<file path="src/rtl/sat_pkg.sv">
package sat_pkg;

   typedef enum logic [1:0] {
      SEQ_IDLE  = 2'd0,
      SEQ_PRIME = 2'd1,
      SEQ_RUN   = 2'd2
   } seq_state_e;

endpackage

</file>
<file path="src/rtl/sat_bitclk_gen.sv">
module sat_bitclk_gen #(
   parameter int DIV_W  = 8,
   parameter int SYNC_N = 3
) (
   input  logic             clk,
   input  logic             rst_n,
   input  logic             blk_en,
   input  logic             ext_sel,
   input  logic             ext_bclk,
   input  logic [DIV_W-1:0] div_val,
   output logic             bclk,
   output logic             rise_tick
);

   logic [DIV_W-1:0]  cnt_q;
   logic              half_q;
   logic [SYNC_N-1:0] sync_q;
   logic              cnt_done;
   logic              int_rise;
   logic              ext_rise;

   assign cnt_done = (cnt_q == div_val);

   always_ff @(posedge clk or negedge rst_n) begin
      if (!rst_n) begin
         cnt_q  <= '0;
         half_q <= 1'b0;
      end else if (!blk_en) begin
         cnt_q  <= '0;
         half_q <= 1'b0;
      end else if (cnt_done) begin
         cnt_q  <= '0;
         half_q <= !half_q;
      end else begin
         cnt_q  <= cnt_q + 1'b1;
      end
   end

   always_ff @(posedge clk or negedge rst_n) begin
      if (!rst_n) sync_q <= '0;
      else        sync_q <= {sync_q[SYNC_N-2:0], ext_bclk};
   end

   assign int_rise  = blk_en && cnt_done && !half_q;
   assign ext_rise  = sync_q[SYNC_N-2] && !sync_q[SYNC_N-1];
   assign rise_tick = ext_sel ? ext_rise : int_rise;
   assign bclk      = ext_sel ? sync_q[SYNC_N-1] : half_q;

endmodule

</file>
<file path="src/rtl/sat_tx_store.sv">
module sat_tx_store #(
   parameter int DATA_W     = 32,
   parameter int FIFO_DEPTH = 8,
   parameter bit HAS_FIFO   = 1'b1,
   parameter int LVL_W      = $clog2(FIFO_DEPTH + 1)
) (
   input  logic              clk,
   input  logic              rst_n,
   input  logic              fifo_en,
   input  logic              wr_valid,
   input  logic [DATA_W-1:0] wr_data,
   input  logic [LVL_W-1:0]  wmark,
   input  logic              pop,
   output logic              avail,
   output logic [DATA_W-1:0] head,
   output logic [LVL_W-1:0]  level,
   output logic              req
);

   localparam int PTR_W = (FIFO_DEPTH > 1) ? $clog2(FIFO_DEPTH) : 1;

   logic              use_fifo;
   logic              hold_full;
   logic [DATA_W-1:0] hold_q;
   logic [LVL_W-1:0]  f_cnt;
   logic [DATA_W-1:0] f_head;

   assign use_fifo = HAS_FIFO && fifo_en;

   always_ff @(posedge clk or negedge rst_n) begin
      if (!rst_n) begin
         hold_full <= 1'b0;
         hold_q    <= '0;
      end else if (!use_fifo && wr_valid) begin
         hold_q    <= wr_data;
         hold_full <= 1'b1;
      end else if (!use_fifo && pop) begin
         hold_full <= 1'b0;
      end
   end

   generate
      if (HAS_FIFO) begin : g_fifo
         logic [DATA_W-1:0] mem [FIFO_DEPTH];
         logic [PTR_W-1:0]  wp_q;
         logic [PTR_W-1:0]  rp_q;
         logic [LVL_W-1:0]  cnt_q;
         logic              push;
         logic              take;

         assign push = use_fifo && wr_valid && (cnt_q != LVL_W'(FIFO_DEPTH));
         assign take = use_fifo && pop && (cnt_q != '0);

         always_ff @(posedge clk or negedge rst_n) begin
            if (!rst_n) begin
               wp_q  <= '0;
               rp_q  <= '0;
               cnt_q <= '0;
            end else begin
               if (push) wp_q <= (wp_q == PTR_W'(FIFO_DEPTH - 1)) ? '0 : wp_q + 1'b1;
               if (take) rp_q <= (rp_q == PTR_W'(FIFO_DEPTH - 1)) ? '0 : rp_q + 1'b1;
               case ({push, take})
                  2'b10:   cnt_q <= cnt_q + 1'b1;
                  2'b01:   cnt_q <= cnt_q - 1'b1;
                  default: cnt_q <= cnt_q;
               endcase
            end
         end

         always_ff @(posedge clk) begin
            if (push) mem[wp_q] <= wr_data;
         end

         assign f_cnt  = cnt_q;
         assign f_head = mem[rp_q];
      end else begin : g_no_fifo
         assign f_cnt  = '0;
         assign f_head = '0;
      end
   endgenerate

   assign avail = use_fifo ? (f_cnt != '0) : hold_full;
   assign head  = use_fifo ? f_head : hold_q;
   assign level = f_cnt;
   assign req   = use_fifo ? (f_cnt <= wmark) : !hold_full;

endmodule

</file>
<file path="src/rtl/sat_frame_seq.sv">
module sat_frame_seq
   import sat_pkg::*;
#(
   parameter int DATA_W = 32,
   parameter int SLOT_W = 4,
   parameter int LEN_W  = $clog2(DATA_W)
) (
   input  logic              clk,
   input  logic              rst_n,
   input  logic              go,
   input  logic              ext_sel,
   input  logic              tick,
   input  logic [LEN_W-1:0]  wlen_m1,
   input  logic [SLOT_W-1:0] slots_m1,
   input  logic              avail,
   input  logic [DATA_W-1:0] head,
   output logic              pop,
   output logic              sd,
   output logic              fs,
   output logic              underrun
);

   seq_state_e        st_q;
   logic [LEN_W-1:0]  bit_q;
   logic [SLOT_W-1:0] slot_q;
   logic [DATA_W-1:0] cur_q;
   logic              sd_q, fs_q, urun_q;

   logic              bit_wrap;
   logic [LEN_W-1:0]  nxt_bit;
   logic [SLOT_W-1:0] nxt_slot;
   logic              nxt_first, nxt_last;
   logic [DATA_W-1:0] load_word, tx_word;

   assign bit_wrap  = (bit_q == wlen_m1);
   assign nxt_bit   = bit_wrap ? '0 : bit_q + 1'b1;
   assign nxt_slot  = !bit_wrap ? slot_q :
                      (slot_q == slots_m1) ? '0 : slot_q + 1'b1;
   assign nxt_first = (nxt_bit == '0) && (nxt_slot == '0);
   assign nxt_last  = (nxt_bit == wlen_m1) && (nxt_slot == slots_m1);
   assign load_word = avail ? head : cur_q;
   assign tx_word   = nxt_first ? load_word : cur_q;
   assign pop       = go && (st_q == SEQ_RUN) && tick && nxt_first && avail;

   always_ff @(posedge clk or negedge rst_n) begin
      if (!rst_n) begin
         st_q   <= SEQ_IDLE;
         bit_q  <= '0;
         slot_q <= '0;
         cur_q  <= '0;
         sd_q   <= 1'b0;
         fs_q   <= 1'b0;
         urun_q <= 1'b0;
      end else if (!go) begin
         st_q   <= SEQ_IDLE;
         bit_q  <= wlen_m1;
         slot_q <= slots_m1;
         sd_q   <= 1'b0;
         fs_q   <= 1'b0;
         urun_q <= 1'b0;
      end else begin
         case (st_q)
            SEQ_IDLE: begin
               bit_q  <= wlen_m1;
               slot_q <= slots_m1;
               if (avail) st_q <= SEQ_PRIME;
            end
            SEQ_PRIME: begin
               if (tick) begin
                  fs_q <= !ext_sel;
                  sd_q <= 1'b0;
                  st_q <= SEQ_RUN;
               end
            end
            default: begin
               if (tick) begin
                  bit_q  <= nxt_bit;
                  slot_q <= nxt_slot;
                  fs_q   <= !ext_sel && nxt_last;
                  sd_q   <= (nxt_slot == '0) ? tx_word[wlen_m1 - nxt_bit] : 1'b0;
                  if (nxt_first) begin
                     cur_q <= load_word;
                     if (!avail) urun_q <= 1'b1;
                  end
               end
            end
         endcase
      end
   end

   assign sd       = sd_q;
   assign fs       = fs_q;
   assign underrun = urun_q;

endmodule

</file>
<file path="src/rtl/sat_normal_tx.sv">
module sat_normal_tx #(
   parameter int DATA_W     = 32,
   parameter int DIV_W      = 8,
   parameter int SLOT_W     = 4,
   parameter int FIFO_DEPTH = 8,
   parameter bit HAS_FIFO   = 1'b1,
   parameter int SYNC_N     = 3,
   parameter int LEN_W      = $clog2(DATA_W),
   parameter int LVL_W      = $clog2(FIFO_DEPTH + 1)
) (
   input  logic              clk,
   input  logic              rst_n,
   input  logic              blk_en,
   input  logic              tx_en,
   input  logic              ext_sel,
   input  logic              ext_bclk,
   input  logic              fifo_en,
   input  logic [DIV_W-1:0]  div_val,
   input  logic [LEN_W-1:0]  wlen_m1,
   input  logic [SLOT_W-1:0] slots_m1,
   input  logic [LVL_W-1:0]  wmark,
   input  logic              wr_valid,
   input  logic [DATA_W-1:0] wr_data,
   output logic              sd_out,
   output logic              bclk_out,
   output logic              fs_out,
   output logic              tx_req,
   output logic              underrun
);

   generate
      if (DATA_W < 2)             begin : g_bad_data_w  $error("DATA_W must be at least 2"); end
      if ((1 << LEN_W) < DATA_W)  begin : g_bad_len_w   $error("LEN_W too narrow for DATA_W"); end
      if (DIV_W < 1)              begin : g_bad_div_w   $error("DIV_W must be at least 1"); end
      if (SLOT_W < 1)             begin : g_bad_slot_w  $error("SLOT_W must be at least 1"); end
      if (FIFO_DEPTH < 2)         begin : g_bad_depth   $error("FIFO_DEPTH must be at least 2"); end
      if (SYNC_N < 2)             begin : g_bad_sync    $error("SYNC_N must be at least 2"); end
   endgenerate

   logic              go;
   logic              tick;
   logic              pop;
   logic              avail;
   logic [DATA_W-1:0] head;
   logic [LVL_W-1:0]  fill_level;

   assign go = blk_en && tx_en;

   sat_bitclk_gen #(.DIV_W(DIV_W), .SYNC_N(SYNC_N)) u_bclk (
      .clk       (clk),
      .rst_n     (rst_n),
      .blk_en    (blk_en),
      .ext_sel   (ext_sel),
      .ext_bclk  (ext_bclk),
      .div_val   (div_val),
      .bclk      (bclk_out),
      .rise_tick (tick)
   );

   sat_tx_store #(
      .DATA_W(DATA_W), .FIFO_DEPTH(FIFO_DEPTH), .HAS_FIFO(HAS_FIFO), .LVL_W(LVL_W)
   ) u_store (
      .clk      (clk),
      .rst_n    (rst_n),
      .fifo_en  (fifo_en),
      .wr_valid (wr_valid),
      .wr_data  (wr_data),
      .wmark    (wmark),
      .pop      (pop),
      .avail    (avail),
      .head     (head),
      .level    (fill_level),
      .req      (tx_req)
   );

   sat_frame_seq #(.DATA_W(DATA_W), .SLOT_W(SLOT_W), .LEN_W(LEN_W)) u_seq (
      .clk      (clk),
      .rst_n    (rst_n),
      .go       (go),
      .ext_sel  (ext_sel),
      .tick     (tick),
      .wlen_m1  (wlen_m1),
      .slots_m1 (slots_m1),
      .avail    (avail),
      .head     (head),
      .pop      (pop),
      .sd       (sd_out),
      .fs       (fs_out),
      .underrun (underrun)
   );

endmodule

</file>
<file path="config.mk">
export PLATFORM = sky130hd
export DESIGN_NAME = sat_normal_tx
export DESIGN_NICKNAME = d
export VERILOG_FILES = /design/src/rtl/sat_pkg.sv /design/src/rtl/sat_bitclk_gen.sv /design/src/rtl/sat_tx_store.sv /design/src/rtl/sat_frame_seq.sv /design/src/rtl/sat_normal_tx.sv
export SDC_FILE = /design/constraint.sdc
export NUM_CORES = 1
export LEC_CHECK = 0
export ABC_AREA = 1
export CELL_PAD_IN_SITES_DETAIL_PLACEMENT = 1
export CELL_PAD_IN_SITES_GLOBAL_PLACEMENT = 2
export CORE_UTILIZATION = 30
export DETAILED_ROUTE_END_ITERATION = 16
export MAX_ROUTING_LAYER = met4
export PLACE_DENSITY_LB_ADDON = 0.2
export RECOVER_POWER = 50
export SLEW_MARGIN = 15
export SYNTH_ARGS = -nofsm -noshare
export SYNTH_HDL_FRONTEND = slang
export SYNTH_SLANG_ARGS = --single-unit
</file>
<file path="constraint.sdc">
create_clock -name clk -period 3 [get_ports clk]
set_input_delay 0.6 -clock clk [delete_from_list [all_inputs] [get_ports clk]]
set_output_delay 0.6 -clock clk [all_outputs]
set_load 0.02 [all_outputs]
</file>
### Yosys cells after proc, flatten, opt, wreduce, memory -nomap -nowiden

Memory sizes are Yosys's and may differ from the RTL's.
Cells that the tools add are included.

| operators by class | value |
|---|---|
| add/sub/neg operators | 8 |
| divide/modulo/power cells | 0 |
| bitwise logic cells | 1 |
| muxes and demuxes | 47 |
| shift-type cells | 0 |
| equality and inequality tests | 23 |
| $mul | 0 |
| magnitude comparators | 2 |
| reduce and logical (&&, ||, !) cells | 34 |

Operator list:

| cell | count |
|---|---|
| 2-to-1 mux 32 bit | 3 |
| 2-to-1 mux 1 bit | 23 |
| logical AND 1 bit | 17 |
| 2-to-1 mux 4 bit | 4 |
| 2-to-1 mux 8 bit | 2 |
| case mux 4 bit (2 select lines) | 2 |
| 2-to-1 mux 5 bit | 3 |
| inequality test 2 bit, second input constant | 6 |
| inequality test 3 bit, second input constant | 4 |
| equality test 5 bit | 2 |
| case mux 5 bit (2 select lines) | 1 |
| adder 4 x 1 -> 4 bit, second input constant | 2 |
| adder 8 x 1 -> 8 bit, second input constant | 1 |
| equality test 4 bit | 2 |
| equality test 8 bit | 1 |
| adder 3 x 1 -> 3 bit, second input constant | 2 |
| equality test 3 bit, second input constant | 2 |
| < comparator 5 x 6 -> 1 bit, second input constant | 1 |
| 2-to-1 mux 2 bit | 3 |
| 2-to-1 mux 3 bit | 2 |
| AND reduction 3 bit | 2 |
| adder 5 x 1 -> 5 bit, second input constant | 1 |
| binary-select mux 1 bit (select 5 bit) | 1 |
| zero test 1 bit | 5 |
| 18 further kinds | 23 |

| word-level totals | value |
|---|---|
| memories kept | 1 |
| bits in latches | 0 |
| bits of input ports | 61 |
| logic and storage cells | 131 |
| bits in read-only memories | 0 |
| memory bits (writable) | 256 |
| register bits after elaboration | 101 |

Memory list:

| memory | words | bits a word | rd ports | clocked after memory_dff | wr ports | line | text |
|---|---|---|---|---|---|---|---|
| u_store.g_fifo.mem | 8 | 32 | 1 | 0 | 1 | sat_tx_store.sv:44 | `logic [DATA_W-1:0] mem [FIFO_DEPTH];` |

### Longest topological paths before layout

| depth | value |
|---|---|
| depth after elaboration | 12 |
| depth in mapped cells | 22 |

### By module

From an unflattened synthesis, not the netlist that was laid out.

| unflattened totals | value |
|---|---|
| cells, all modules | 1669 |
| area, all modules | 16856.2 um2 |

By module, submodules not included:

| module | cells an instance | sequential area each (um2) | times used | area each (um2) |
|---|---|---|---|---|
| sat_tx_store | 1035 | 8763.4 | 1 | 12540.8 |
| sat_frame_seq | 538 | 1151.1 | 1 | 3592.2 |
| sat_bitclk_gen | 94 | 300.3 | 1 | 715.7 |
| sat_normal_tx | 2 | 0.0 | 1 | 7.5 |

### Worst setup path after synthesis

Ideal clock, no wire load.

| timing | value |
|---|---|
| kind | input to register |
| start | input port fifo_en |
| end | memory u_store.g_fifo.mem[1][0], enable pin |
| arrival | 3.170 ns |
| required time | 2.579 ns |
| path slack | -0.591 ns |
| path buffers | 2 |
| stages on the path | 8 |
| cells stage by stage | clkbuf_1 clkbuf_1 nand2_1 a31oi_1 inv_1 nor2_1 inv_1 nor2_1 |

| on the way | value |
|---|---|
| longest elaborated chain between the ends | 4 |

Ends and longest elaborated chain:

| element | line | text |
|---|---|---|
| start: declaration | sat_normal_tx.sv:17 | `input logic fifo_en,` |
| logical AND 1 bit (2 in a row) | sat_tx_store.sv:51 | `assign push = use_fifo && wr_valid && (cnt_q != LVL_W'(FIFO_DEPTH));` |
| 2-to-1 mux 1 bit | sat_tx_store.sv:71 | `if (push) mem[wp_q] <= wr_data;` |
| 2-to-1 mux 1 bit (not written as such) | sat_tx_store.sv:71 |  |
| end: declaration | sat_tx_store.sv:44 |  |

Every way passes these cells.

### Worst setup path in the final report

| timing | value |
|---|---|
| start | register u_store.g_fifo.cnt_q[1], in the netlist u_store.level[1] |
| end | output port tx_req |

| on the way | value |
|---|---|
| longest elaborated chain between the ends | 2 |

Ends and longest elaborated chain:

| element | line | text |
|---|---|---|
| start: declaration | sat_tx_store.sv:47 | `logic [LVL_W-1:0] cnt_q;` |
| start signal: assignment | sat_tx_store.sv:63 | `2'b10: cnt_q <= cnt_q + 1'b1;` |
| start signal: assignment | sat_tx_store.sv:64 | `2'b01: cnt_q <= cnt_q - 1'b1;` |
| start signal: assignment | sat_tx_store.sv:65 | `default: cnt_q <= cnt_q;` |
| less-or-equal comparator 4 bit | sat_tx_store.sv:85 | `assign req = use_fifo ? (f_cnt <= wmark) : !hold_full;` |
| 2-to-1 mux 1 bit | sat_tx_store.sv:85 |  |
| end: declaration | sat_normal_tx.sv:27 | `output logic tx_req,` |

Every way passes these cells.

==> flow_metrics.tcl <==
set metrics [dict create \
    endpoint_kind "output port" \
    ys_async_sr_fraction_pct 28.29 \
    rows 85 \
    netlist_instances 1632 \
    die_w_um 235.6 \
    max_freq_ghz 0.3557 \
    numClockSinks 357 \
    p_switching_mw 3.445 \
    die_y_um 235.6 \
    powerDensity_nw_per_um2 639.0 \
    fin_hold_ws_ps 349.8 \
    die_area_um2 55520 \
    first_pass_iters 5 \
    cts_tree "built" \
    ys_types 39 \
    area_growth_pct 22.49 \
    grt_start_max_net_pins 82 \
    io_pins 66 \
    critPathTopFamily "flip-flops" \
    relSlewSlack_pct -62.62 \
    worst-path-max-fanout 6 \
    track_usage_pct 18.58 \
    synth_nets 1712 \
    initial_core_util_pct 30.37 \
    place.gp.congestion 0.7906 \
    dp_hpwl_um 30460 \
    dpl.cell_count 2409 \
    dpl_cell_area_um2 18630 \
    pwr-share-seq_pct 45.8 \
    layout_common_cells "nand2_1 (267), edfxtp_1 (256), nor2_1 (244), nand3_1 (176), o21ai_0 (170)" \
    cp.required_ps 2400 \
    cp_num_buf_inv 1 \
    drv_cap 1 \
    yosysWarningCount 0 \
    power.leakage_nw 7.803 \
    crit_slowest_cell "dfrtp_1" \
    synth_top_cells_by_area "edfxtp_1 (47%), dfrtp_1 (15%), nand2_1 (6.3%)" \
    antenna_left 0 \
    wl_per_cell_um 19.70 \
    finalCriticalPeriod_ps 2812 \
    syn-mean-instance-area_um2 10.03 \
    worst_pin_slew_ps 2439 \
    fin_area_um2 20060 \
    hold_violations 0 \
    n_antenna_cell 0 \
    finalCritPeriodShare_pct 93.72 \
    critPathArrivalTime_ps 2210 \
    path_class "reg2out" \
    clock_power_share_pct 39.8 \
    status "finished with violations" \
    finalSetupTns_ps 0 \
    nets 1838 \
    synth_flop_cell "edfxtp_1" \
    drtIter0Drc 511 \
    layout_commonest_cell "nand2_1" \
    final_cells 2488 \
    ys_seq_elements 357 \
    drive_above_1_share_pct 14.73 \
    internal_power_mw 9.373 \
    min_path_type "reg2reg" \
    portBuffers 65 \
    coreArea_um2 53920 \
    seq_area_frac_synth_pct 62.38 \
    grt_pass1_vias 12930 \
    finalSetupViolCount 0 \
    numCtsBuffers 42 \
    cp_slowest_stage_delay_ps 540 \
    antenna_found_initial 1 \
    fin_util_pct 37.20 \
    violations "capacitance limit, slew limit" \
    ctsRootBufferMaster "clkbuf_16" \
    routed_wl_um 49010 \
    combPwrFrac_pct 14.5 \
    ir_drop_mv 0.4408 \
    p_sw_share_pct 26.87 \
    avgViaCountPerCell 4.898 \
    syn_area_um2 16380 \
    yosysTopAreaCell "edfxtp_1" \
    grt.overflow.total 0 \
    htreeDepth 2 \
    synth-edff-count 256 \
    crit_chain "ha_1 -> a21oi_1 -> o21ai_0 -> a31oi_1 -> dlygate4sd1_1" \
    drv_slew 38 \
    grt_pass1_wl_um 77380 \
    drc_errors 0 \
    clock_latency_ps 570 \
    clkTransAtPathRegs_ps 60 \
    vias 12190 \
    worst_clock_skew_ps 18.01 \
    cts_max_path_buffers 3 \
    synth_top_area_share_pct 46.94 \
    cp-start-kind "flip-flop" \
]
power groups by stage:
stage               Clock (mW)  Sequential, mW  Combinational (mW)
floorplan                    0            5.92                1.01
global placement             0            5.95                1.85
detailed placement           0            5.96                1.88
CTS                       5.26            5.86                1.89
global route              5.43            5.90                2.08
finish                    5.10            5.86                1.85
metal layers:
layer,share of wire [%],vias up,GRT usage [%],wire [µm]
li1,-,5837,-,-
met1,47,6157,24.55,23250
met2,48,130,30.29,23730
met3,2.4,62,2.216,1177
met4,1.7,0,4.694,851
met5,0,-,-,0
registers in the layout (all words and copies together), names as in the netlist:
register	count
u_store.level	4
u_seq.sd	1
u_seq.bit_q	5
u_store.hold_full	1
u_seq.underrun	1
u_store.g_fifo.rp_q	3
u_seq.fs	1
u_seq.slot_q	4
u_bclk.cnt_q	8
u_store.g_fifo.mem	256
u_seq.st_q	2
u_bclk.half_q	1
u_seq.cur_q	32
u_store.hold_q	32
u_store.g_fifo.wp_q	3
u_bclk.sync_q	3
cell usage after synthesis, types with 4 or more instances:
cell type	number
ha_1	18
nand2_2	9
xor2_1	15
a22oi_1	4
inv_1	99
buf_2	19
nand3_1	177
nand4_1	6
buf_1	10
edfxtp_1	256
dfrtp_1	101
nor3_1	4
nand2_1	277
or2_2	4
xnor2_1	12
inv_2	8
o21ai_0	170
a21oi_1	45
mux2_2	33
clkbuf_1	48
nor2_1	255
o211ai_1	29
a31oi_1	5
final cells by class:
cell class / count / area (µm²)
Clock inverter: 26 / 237.7
Timing Repair Buffer: 165 / 1660
Fill cell: 5967 / 33860
Tap cell: 696 / 870.8
Sequential cell: 357 / 10220
Inverter: 108 / 406.6
Multi-Input combinational cell: 1084 / 5533
Clock buffer: 52 / 1129
final timing paths:
kind	slack [ps]	cells past startpoint	from	endpoint
worst max-delay path	190	5	u_store.level[1]	tx_req
worst min-delay path	350	0	u_bclk.sync_q[0]	u_bclk.sync_q[1]
worst max register to register	230	18	u_seq.bit_q[0]	u_store.level[1]
worst min register to register	350	0	u_bclk.sync_q[0]	u_bclk.sync_q[1]
max in group asynchronous	560	2	rst_n	u_store.hold_q[24]
min in group asynchronous	790	1	rst_n	u_seq.bit_q[2]
cells by family (layout without fill, tap and decap cells):
kind of cell	count (synthesis)	count (layout)	share of synthesized area [%]
buf+inv	191	351	4.707
compound gates	261	261	8.603
mux	33	33	2.269
xor+xnor	27	27	1.444
flops	357	357	62.38
simple gates	744	744	19.10
fa+ha+maj	19	19	1.498
what timing repair did:
item,CTS,global route
resized for setup,1,24
endpoints found under the setup margin,1,5
setup buffers,0,1
endpoints found under the hold margin,0,0
pin swaps,0,7
hold buffers,0,0
stage by stage:
| step | power [mW] | setup slack [ps] |
|---|---|---|
| 2_1_floorplan | 6.929 | -425.8 |
| 5_1_grt | 13.41 | -0.06151 |
| 3_3_place_gp | 7.798 | -396.9 |
| 4_1_cts | 13.01 | 102.3 |
| 3_5_place_dp | 7.844 | -485.4 |
| 6_report | 12.82 | 188.5 |
No activity file was read; power rests on OpenSTA's default activity.
